**src/rtl/crx_pkg.sv**
```systemverilog
package crx_pkg;

    localparam int SLOTS      = 3;
    localparam int CODEC_W    = 3;
    localparam int MAX_CODECS = 4;
    localparam int FLAG_W     = 4 * SLOTS;

    // host word offsets
    localparam int A_CTRL   = 0;
    localparam int A_FLAGS  = 1;
    localparam int A_TX_BASE = 2;
    localparam int A_RX_BASE = A_TX_BASE + SLOTS;

    typedef enum logic [1:0] {
        SLOT_CMD = 2'd0,
        SLOT_VAL = 2'd1,
        SLOT_AUX = 2'd2
    } slot_e;

    typedef struct packed {
        logic [CODEC_W-1:0] codec;
        logic               rsvd_hi;
        logic               aux_tx;
        logic               aux_rx;
        logic               val_tx;
        logic               val_rx;
        logic               cmd_tx;
        logic               cmd_rx;
        logic [1:0]         rsvd_lo;
        logic               iface;
    } ctrl_t;

    localparam int CTRL_W = $bits(ctrl_t);

    // empty flags set, everything else clear
    localparam logic [FLAG_W-1:0] FLAGS_IDLE = 12'hA80;

    function automatic logic [FLAG_W-1:0] pack_flags(
        input logic [SLOTS-1:0] txb,
        input logic [SLOTS-1:0] rxb,
        input logic [SLOTS-1:0] rxv
    );
        logic [FLAG_W-1:0] f;
        f = '0;
        for (int s = 0; s < SLOTS; s++) begin
            f[2*s]             = rxb[s];
            f[2*s+1]           = txb[s];
            f[2*SLOTS+2*s]     = rxv[s];
            f[2*SLOTS+2*s+1]   = !txb[s];
        end
        return f;
    endfunction

endpackage

```
**src/rtl/crx_txseq.sv**
```systemverilog
module crx_txseq
    import crx_pkg::*;
#(
    parameter int PAY_W = 20
) (
    input  logic                        clk,
    input  logic                        rst,
    input  logic                        clear,
    input  logic [SLOTS-1:0]            wr_stb,
    input  logic [PAY_W-1:0]            wr_data,
    input  logic [SLOTS-1:0]            tx_en,
    input  logic                        codec_ok,
    input  logic                        link_ready,
    output logic                        link_valid,
    output slot_e                       link_slot,
    output logic [PAY_W-1:0]            link_data,
    output logic [SLOTS-1:0]            busy,
    output logic [SLOTS-1:0][PAY_W-1:0] held,
    output logic                        rd_launch
);

    localparam int RD_BIT = PAY_W - 1;

    typedef enum logic [1:0] {SQ_IDLE, SQ_CMD, SQ_VAL, SQ_AUX} sq_e;

    sq_e state_q, state_d;
    logic accept, pair_go, aux_go;
    logic [SLOTS-1:0] done;

    always_comb begin
        case (state_q)
            SQ_VAL:  link_slot = SLOT_VAL;
            SQ_AUX:  link_slot = SLOT_AUX;
            default: link_slot = SLOT_CMD;
        endcase
    end

    assign link_valid = (state_q != SQ_IDLE) && !clear;
    assign link_data  = held[link_slot];
    assign accept     = link_valid && link_ready;
    assign rd_launch  = accept && (state_q == SQ_CMD) && held[SLOT_CMD][RD_BIT];

    // a command waits for a loaded but disabled data slot
    assign pair_go = busy[SLOT_CMD] && tx_en[SLOT_CMD] && codec_ok &&
                     (!busy[SLOT_VAL] || tx_en[SLOT_VAL]);
    assign aux_go  = busy[SLOT_AUX] && tx_en[SLOT_AUX] && codec_ok;

    always_comb begin
        state_d = state_q;
        case (state_q)
            SQ_IDLE: begin
                if (pair_go)     state_d = SQ_CMD;
                else if (aux_go) state_d = SQ_AUX;
            end
            SQ_CMD:  if (accept) state_d = busy[SLOT_VAL] ? SQ_VAL : SQ_IDLE;
            default: if (accept) state_d = SQ_IDLE;
        endcase
    end

    always_ff @(posedge clk) begin
        if (rst || clear) state_q <= SQ_IDLE;
        else              state_q <= state_d;
    end

    for (genvar g = 0; g < SLOTS; g++) begin : g_hold
        assign done[g] = accept && (link_slot == slot_e'(g));

        always_ff @(posedge clk) begin
            if (rst || clear) begin
                held[g] <= '0;
                busy[g] <= 1'b0;
            end else if (wr_stb[g]) begin
                held[g] <= wr_data;
                busy[g] <= 1'b1;
            end else if (done[g]) begin
                busy[g] <= 1'b0;
            end
        end
    end

endmodule

```
**src/rtl/crx_rxcap.sv**
```systemverilog
module crx_rxcap
    import crx_pkg::*;
#(
    parameter int PAY_W = 20
) (
    input  logic                        clk,
    input  logic                        rst,
    input  logic                        clear,
    input  logic [SLOTS-1:0]            cap,
    input  logic [PAY_W-1:0]            cap_data,
    input  logic [SLOTS-1:0]            rd_clr,
    input  logic [SLOTS-1:0]            arm,
    output logic [SLOTS-1:0][PAY_W-1:0] data,
    output logic [SLOTS-1:0]            valid,
    output logic [SLOTS-1:0]            rbusy
);

    for (genvar g = 0; g < SLOTS; g++) begin : g_rx
        always_ff @(posedge clk) begin
            if (rst || clear) begin
                data[g]  <= '0;
                valid[g] <= 1'b0;
                rbusy[g] <= 1'b0;
            end else begin
                if (cap[g]) begin
                    data[g]  <= cap_data;
                    valid[g] <= 1'b1;
                end else if (rd_clr[g]) begin
                    valid[g] <= 1'b0;
                end
                // a fresh request outranks the reply that closes the old one
                if (arm[g])     rbusy[g] <= 1'b1;
                else if (cap[g]) rbusy[g] <= 1'b0;
            end
        end
    end

endmodule

```
**src/rtl/codec_reg_engine.sv**
```systemverilog
module codec_reg_engine
    import crx_pkg::*;
#(
    parameter int PAY_W  = 20,
    parameter int DATA_W = 32,
    parameter int ADDR_W = 3
) (
    input  logic              clk,
    input  logic              rst,
    input  logic              bus_wr,
    input  logic              bus_rd,
    input  logic [ADDR_W-1:0] bus_addr,
    input  logic [DATA_W-1:0] bus_wdata,
    output logic [DATA_W-1:0] bus_rdata,
    output logic              link_tx_valid,
    input  logic              link_tx_ready,
    output logic [1:0]        link_tx_slot,
    output logic [PAY_W-1:0]  link_tx_data,
    output logic [1:0]        link_tx_codec,
    input  logic              link_rx_valid,
    input  logic [1:0]        link_rx_slot,
    input  logic [PAY_W-1:0]  link_rx_data
);

    ctrl_t ctrl_q;
    logic iface_on, codec_ok, rd_launch;
    logic [SLOTS-1:0] tx_en, rx_en, wr_stb, cap, rd_clr, arm;
    logic [SLOTS-1:0] tx_busy, rx_valid, rx_busy;
    logic [SLOTS-1:0][PAY_W-1:0] tx_held, rx_held;
    logic [FLAG_W-1:0] slot_flags;
    slot_e tx_slot_e;
    logic unused_wbits;

    always_ff @(posedge clk) begin
        if (rst) ctrl_q <= '0;
        else if (bus_wr && int'(bus_addr) == A_CTRL)
            ctrl_q <= ctrl_t'(bus_wdata[CTRL_W-1:0]);
    end

    assign iface_on      = ctrl_q.iface;
    assign codec_ok      = int'(ctrl_q.codec) < MAX_CODECS;
    assign link_tx_codec = ctrl_q.codec[1:0];
    assign tx_en = {ctrl_q.aux_tx, ctrl_q.val_tx, ctrl_q.cmd_tx};
    assign rx_en = {ctrl_q.aux_rx, ctrl_q.val_rx, ctrl_q.cmd_rx};

    for (genvar g = 0; g < SLOTS; g++) begin : g_dec
        assign wr_stb[g] = bus_wr && iface_on && !tx_busy[g] &&
                           int'(bus_addr) == A_TX_BASE + g;
        assign rd_clr[g] = bus_rd && int'(bus_addr) == A_RX_BASE + g;
        assign cap[g]    = link_rx_valid && rx_en[g] &&
                           int'(link_rx_slot) == g;
    end

    // a read request expects replies in the command and data slots only
    assign arm = {1'b0, rd_launch && rx_en[SLOT_VAL], rd_launch && rx_en[SLOT_CMD]};

    crx_txseq #(.PAY_W(PAY_W)) u_tx (
        .clk        (clk),
        .rst        (rst),
        .clear      (!iface_on),
        .wr_stb     (wr_stb),
        .wr_data    (bus_wdata[PAY_W-1:0]),
        .tx_en      (tx_en),
        .codec_ok   (codec_ok),
        .link_ready (link_tx_ready),
        .link_valid (link_tx_valid),
        .link_slot  (tx_slot_e),
        .link_data  (link_tx_data),
        .busy       (tx_busy),
        .held       (tx_held),
        .rd_launch  (rd_launch)
    );

    assign link_tx_slot = tx_slot_e;

    crx_rxcap #(.PAY_W(PAY_W)) u_rx (
        .clk      (clk),
        .rst      (rst),
        .clear    (!iface_on),
        .cap      (cap),
        .cap_data (link_rx_data),
        .rd_clr   (rd_clr),
        .arm      (arm),
        .data     (rx_held),
        .valid    (rx_valid),
        .rbusy    (rx_busy)
    );

    assign slot_flags = pack_flags(tx_busy, rx_busy, rx_valid);

    always_comb begin
        bus_rdata = '0;
        if (int'(bus_addr) == A_CTRL)
            bus_rdata = DATA_W'(ctrl_q);
        else if (int'(bus_addr) == A_FLAGS)
            bus_rdata = DATA_W'(slot_flags);
        else
            for (int s = 0; s < SLOTS; s++) begin
                if (int'(bus_addr) == A_TX_BASE + s) bus_rdata = DATA_W'(tx_held[s]);
                if (int'(bus_addr) == A_RX_BASE + s) bus_rdata = DATA_W'(rx_held[s]);
            end
    end

    assign unused_wbits = ^bus_wdata[DATA_W-1:PAY_W];

endmodule

```
**config.mk**
```make
export PLATFORM = sky130hd
export DESIGN_NAME = codec_reg_engine
export DESIGN_NICKNAME = d
export VERILOG_FILES = /design/src/rtl/crx_pkg.sv /design/src/rtl/crx_txseq.sv /design/src/rtl/crx_rxcap.sv /design/src/rtl/codec_reg_engine.sv
export SDC_FILE = /design/constraint.sdc
export NUM_CORES = 1
export LEC_CHECK = 0
export BUFFER_PORTS_ARGS = -buffer_cell sky130_fd_sc_hd__buf_2
export CAP_MARGIN = 20
export CORE_ASPECT_RATIO = 1.2
export CORE_MARGIN = 2
export CORE_UTILIZATION = 30
export CTS_CLUSTER_DIAMETER = 40
export CTS_CLUSTER_SIZE = 20
export DETAILED_ROUTE_END_ITERATION = 8
export PLACE_DENSITY = 0.6
export SYNTH_ARGS = -nofsm -noshare
export SYNTH_HDL_FRONTEND = slang
export SYNTH_SLANG_ARGS = --single-unit
export TNS_END_PERCENT = 10
```
**constraint.sdc**
```tcl
create_clock -name clk -period 1.43 [get_ports clk]
set_input_delay 0.143 -clock clk [delete_from_list [all_inputs] [get_ports clk]]
set_output_delay 0.143 -clock clk [all_outputs]
set_load 0.01 [all_outputs]
```
# Word-level counts from Yosys, hierarchy flattened

Cells that the tools add are included.
Widths: inputs -> output; s select.

Equality and inequality tests: 16
$lt $le $gt $ge: 2
$add $sub $neg: 0
Shift operators: 0
Bitwise logic cells: 0
Reductions and logical operators: 52
$mul: 0
Mux-type cells: 33
Divide/modulo/power cells: 0

Operators with widths:

| cell               | count |
|---|---|
| $mux 32            | 7 |
| $bmux 20 s2        | 1 |
| $mux 20            | 2 |
| $logic_and 1x1->1  | 31 |
| $reduce_bool 2->1  | 10 |
| $mux 1             | 16 |
| $eq 3x3->1 const B | 4 |
| $eq 2x2->1 const B | 5 |
| $mux 2             | 5 |
| $pmux 2 s2         | 2 |
| $eq 3x2->1 const B | 2 |
| $logic_not 2->1    | 3 |
| $eq 2x1->1 const B | 2 |
| $logic_not 1->1    | 4 |
| $eq 3x1->1 const B | 1 |
| $logic_not 3->1    | 1 |
| $lt 2x3->1 const B | 1 |
| $lt 3x3->1 const B | 1 |
| $ne 3x1->1 const B | 1 |
| $reduce_and 3->1   | 1 |
| $logic_or 1x1->1   | 2 |
| $ne 2x1->1 const B | 1 |

Register bits after elaboration: 143
ROM bits: 0
Memories kept: 0
Latch bits: 0
Bits in writable memories: 0

# Logic depth before layout (Yosys ltp)

Depth after elaboration: 9
Depth in mapped cells: 7

# By module

From an unflattened synthesis, not the netlist that was laid out.

Cell total of the unflattened synthesis: 793
Area, all modules: 7462.2 µm²

By module, submodules not included:

| module           | cells each | times used | area an instance (µm²) | sequential area each (µm²) |
|---|---|---|---|---|
| crx_txseq        | 297        | 1          | 3096.7                 | 1301.2 |
| crx_rxcap        | 221        | 1          | 2368.5                 | 1321.3 |
| codec_reg_engine | 275        | 1          | 1996.9                 | 260.2 |

# Worst setup path after synthesis

No wires, ideal clock.

Path type: reg-to-reg
Start: register ctrl_q (netlist bit iface_on)
End: register u_tx.held[0] in the netlist's numbering
Buffers on the path: 3
Library setup time: 128 ps
Clock period less this slack: 1588 ps
Cell stages (with the launch flop): 8
Setup slack: -158 ps
Arrival time: 1461 ps
Path through: dfxtp_1 buf_6 nand3b_4 or4b_4 buf_6 buf_12 mux2i_1 nor2_1

Longest elaborated chain between the ends: 3
Elaborated cells on any way between the ends: 5
Those cells by class: 5 x reduce/logical

Ends and longest elaborated chain:

| element                         | line                   | text |
|---|---|---|
| start, declared                 | codec_reg_engine.sv:25 | `ctrl_t ctrl_q;` |
| start signal, assigned          | codec_reg_engine.sv:37 | `ctrl_q <= ctrl_t'(bus_wdata[CTRL_W-1:0]);` |
| $logic_and 1x1->1 (3 in series) | codec_reg_engine.sv:47 | `assign wr_stb[g] = bus_wr && iface_on && !tx_busy[g] &&` |
| end signal, assigned by index   | crx_txseq.sv:73        | `held[g] <= wr_data;` |
| end, declared                   | crx_txseq.sv:18        | `output logic [SLOTS-1:0][PAY_W-1:0] held,` |

Parallel ways exist; a longest one is shown, timed or not.
A chain may end at the register's enable or synchronous reset.

# Worst setup path in the final report

Start: register u_tx.held[51] in the netlist's numbering
End: output bus_rdata[11]

Longest elaborated chain between the ends: 4

Ends and longest elaborated chain:

| element       | line                    | text |
|---|---|---|
| $mux 32       | codec_reg_engine.sv:99  | `if (int'(bus_addr) == A_TX_BASE + s) bus_rdata = DATA_W'(tx_held[s]);` |
| $mux 32       | codec_reg_engine.sv:100 | `if (int'(bus_addr) == A_RX_BASE + s) bus_rdata = DATA_W'(rx_held[s]);` |
| $mux 32       | codec_reg_engine.sv:95  | `else if (int'(bus_addr) == A_FLAGS)` |
| $mux 32       | codec_reg_engine.sv:93  | `if (int'(bus_addr) == A_CTRL)` |
| end, declared | codec_reg_engine.sv:14  | `output logic [DATA_W-1:0] bus_rdata,` |

No other way between the ends.

==> results.py <==
metrics = {
    "layout": {
        "regArea_um2": 2942,
        "fin_util_pct": 41.71,
        "fill_cells": 2293,
        "num_antenna_cells": 0,
        "finalNetCount": 1077,
        "drive_gt1_share_pct": 31.55,
        "multi_input_area_um2": 3980,
        "mostFrequentLayoutCell": "nand2_1",
        "stdcell_count": 1342,
        "area_growth_syn_to_layout_pct": 37.83,
        "mostFrequentLayoutCells": "nand2_1 (167), a21oi_1 (104), nor2_1 (100)",
    },
    "floorplan": {
        "ios": 120,
        "rows": 61,
        "core_area_um2": 22970,
        "initial_utilization_pct": 30.27,
        "die_w_um": 143.0,
        "die_h_um": 170.8,
        "dieArea_um2": 24420,
    },
    "detailed_routing": {
        "ant_nets": 0,
        "route.vias.total": 6689,
        "drt_iter0_drc": 676,
        "drc": 0,
        "first_pass_iters": 5,
        "via_per_inst": 4.984,
        "drt-wirelength-per-cell_um": 16.94,
        "routed_wl_mm": 22.73,
    },
    "worst_setup_path": {
        "cp_slowest_stage_delay_ps": 360,
        "reg2reg_slack_ps": -150,
        "cp_slowest_cell": "dfxtp_2",
        "critPathCapture": "bus_rdata[11]",
        "worst_setup_path_start_kind": "register",
        "crit_type": "register to output pin",
        "reg2regPathDepth": 6,
        "path_cells": "a21oi_2 -> a21oi_1 -> o221ai_1 -> o221ai_2 -> buf_2",
        "cp_max_fo": 3,
        "crit_required_ps": 1290,
        "crit_path_start": "u_tx.held[51]",
        "crit_arrival_ps": 1550,
        "cp-end-kind": "output pin",
        "r2r_end": "u_tx.held[18]",
        "reg2reg_from": "iface_on",
    },
    "global_routing": {
        "grt_pass1_wl_mm": 35.38,
        "grt_max_degree": 66,
        "antenna_found_initial": 1,
        "grt_remaining_overflow": 0,
        "grt_pass1_vias": 6261,
        "grt_usage_pct": 18.65,
    },
    "placement": {
        "gp_congestion": 0.8847,
        "dp_cells": 1274,
        "hpwl_mm": 16.51,
        "placement.io_buffers": 95,
    },
    "logic_synthesis": {
        "ys_warn_count": 0,
        "yosysUniqueCellTypes": 53,
        "synth_cells": 853,
        "syn-cell-area_um2": 6953,
        "synth-edff-count": 0,
        "ys_ff_latch": 143,
        "async_reset_ff_share_pct": 0,
        "avgSynthCellArea_um2": 8.151,
        "ys.flop_type": "dfxtp_1",
        "yosysSeqAreaShare_pct": 41.17,
    },
    "sta": {
        "slew_viol_final": 0,
        "fin_skew_ps": 14.17,
        "rsz0062_at_grt": "yes",
        "fin_crit_sh_pct": 118.1,
        "setup_viol": 102,
        "hold_violations": 0,
        "fmax_mhz": 592.0,
        "fin_crit_ps": 1689,
        "layout_setup_ws_ps": -259.3,
    },
    "power": {
        "p_per_area_nw_per_um2": 941.7,
        "ir_drop_mv": 0.7889,
        "p_leak_nw": 3.474,
    },
    "hold_path": {
        "hold_path_class": "primary input to register",
    },
    "clocking": {
        "cts.clk_slew.worst_paths_ps": 70,
        "cts_tree": "built",
        "clkSinkCount": 143,
        "cts_made_buffers": 17,
        "clk_latency_ps": 420,
        "cts_buffer_depth": 2,
        "htreeDepth": 4,
        "cts_root_buf": "clkbuf_16",
    },
    "run_status": {
        "status": "finished with violations",
        "violations": "setup timing",
    },
    "flow_run": {
        "drv_cap": 0,
    },
}
==> worst max-delay path: cells and delay by family (launching register included) <==
kind / cells / cell delay [ps]
AOI/OAI and AO/OA: 4 / 590
DFF: 1 / 360
buffers and inverters: 1 / 180
==> metrics by stage <==
step	total power [mW]	hold slack, ps	setup WS [ps]	setup TNS [ps]	area, µm²
global route	9.318	11.44	-309.0	-16090	9583
detailed placement	4.745	404.1	-339.0	-13740	8244
floorplan	4.407	204.7	-113.8	-2458	6995
CTS	9.061	1.624	-286.1	-10650	9445
global placement	4.743	407.8	-367.0	-12220	8244
finish	9.024	13.90	-259.3	-9627	9583
==> worst min-delay path by stage <==
stage | start | endpoint | slack, ps | depth (start not counted)
finish | bus_wdata[5] | ctrl_q[5] | 10 | 3
global route | bus_wdata[3] | ctrl_q[3] | 10 | 3
CTS | bus_wdata[10] | link_tx_codec[0] | 2 | 3
detailed placement | link_tx_ready | u_tx.state_q[1] | 400 | 2
global placement | link_rx_data[12] | u_rx.data[12] | 410 | 3
floorplan | rst | iface_on | 200 | 1
==> report_power, final <==
part / internal (mW) / leakage (nW) / total [mW] / switching, mW
Sequential: 3.97 / 1.18 / 3.99 / 0.0104
Clock: 2.27 / 0.265 / 4.22 / 1.95
Combinational: 0.381 / 2.03 / 0.818 / 0.438
==> synthesized netlist by cell type (6+ instances only) <==
cell | number | area [µm²]
o2bb2ai_1 | 6 | 52.55
a21oi_1 | 113 | 565.5
o21ai_0 | 16 | 80.08
dfxtp_1 | 143 | 2863
a221oi_1 | 19 | 166.4
o221ai_1 | 13 | 113.9
nand2b_1 | 8 | 50.05
o31ai_1 | 7 | 52.55
a22oi_1 | 17 | 127.6
nand3_1 | 6 | 30.03
mux2i_1 | 86 | 860.8
nor2_1 | 101 | 379.1
clkbuf_1 | 45 | 168.9
buf_4 | 17 | 127.6
buf_2 | 13 | 65.06
o22a_1 | 6 | 52.55
nor2b_1 | 6 | 37.54
a22o_1 | 8 | 70.07
nand2_1 | 167 | 626.9
==> per-layer routing <==
metal | track usage (%) | share of wire [%] | up-vias
met5 | 0 | 0.057 | -
met4 | 6.586 | 2.1 | 2
met3 | 3.191 | 5.1 | 38
met2 | 29.48 | 46 | 203
met1 | 25.59 | 46 | 3159
li1 | - | - | 3287
==> final cells by class <==
class	count	share of cell area [%]
Clock buffer	17	4.439
Clock inverter	15	1.306
Inverter	5	0.1958
Multi-Input combinational cell	631	41.53
Sequential cell	143	30.70
Tap cell	315	4.113
Timing Repair Buffer	216	17.72
==> flip-flops by register name, indices dropped and copies added, names as in the netlist <==
register	count
u_tx.held	60
ctrl_q	10
u_tx.busy	3
u_tx.state_q	2
link_tx_codec	2
u_rx.valid	3
u_rx.rbusy	2
iface_on	1
u_rx.data	60
==> kinds of logic (layout without fill, tap and decap cells) <==
logic type | Yosys count | after routing | share of synthesized area (%)
AND/OR/NAND/NOR | 309 | 309 | 18.93
AO/OA/AOI/OAI | 220 | 220 | 20.10
flip-flops | 143 | 143 | 41.17
multiplexers | 90 | 90 | 13.03
buffers and inverters | 90 | 253 | 6.712
other | 1 | 12 | 0.05393
==> what timing repair did <==
action / CTS / global route
setup buffers: 6 / 1
setup endpoints to repair: 79 / 108
gates resized for setup: 90 / 40
hold buffers: 33 / 0
pin swaps: 40 / 25
endpoints found under the hold margin: 81 / 0
(Power assumes the default switching activity.)
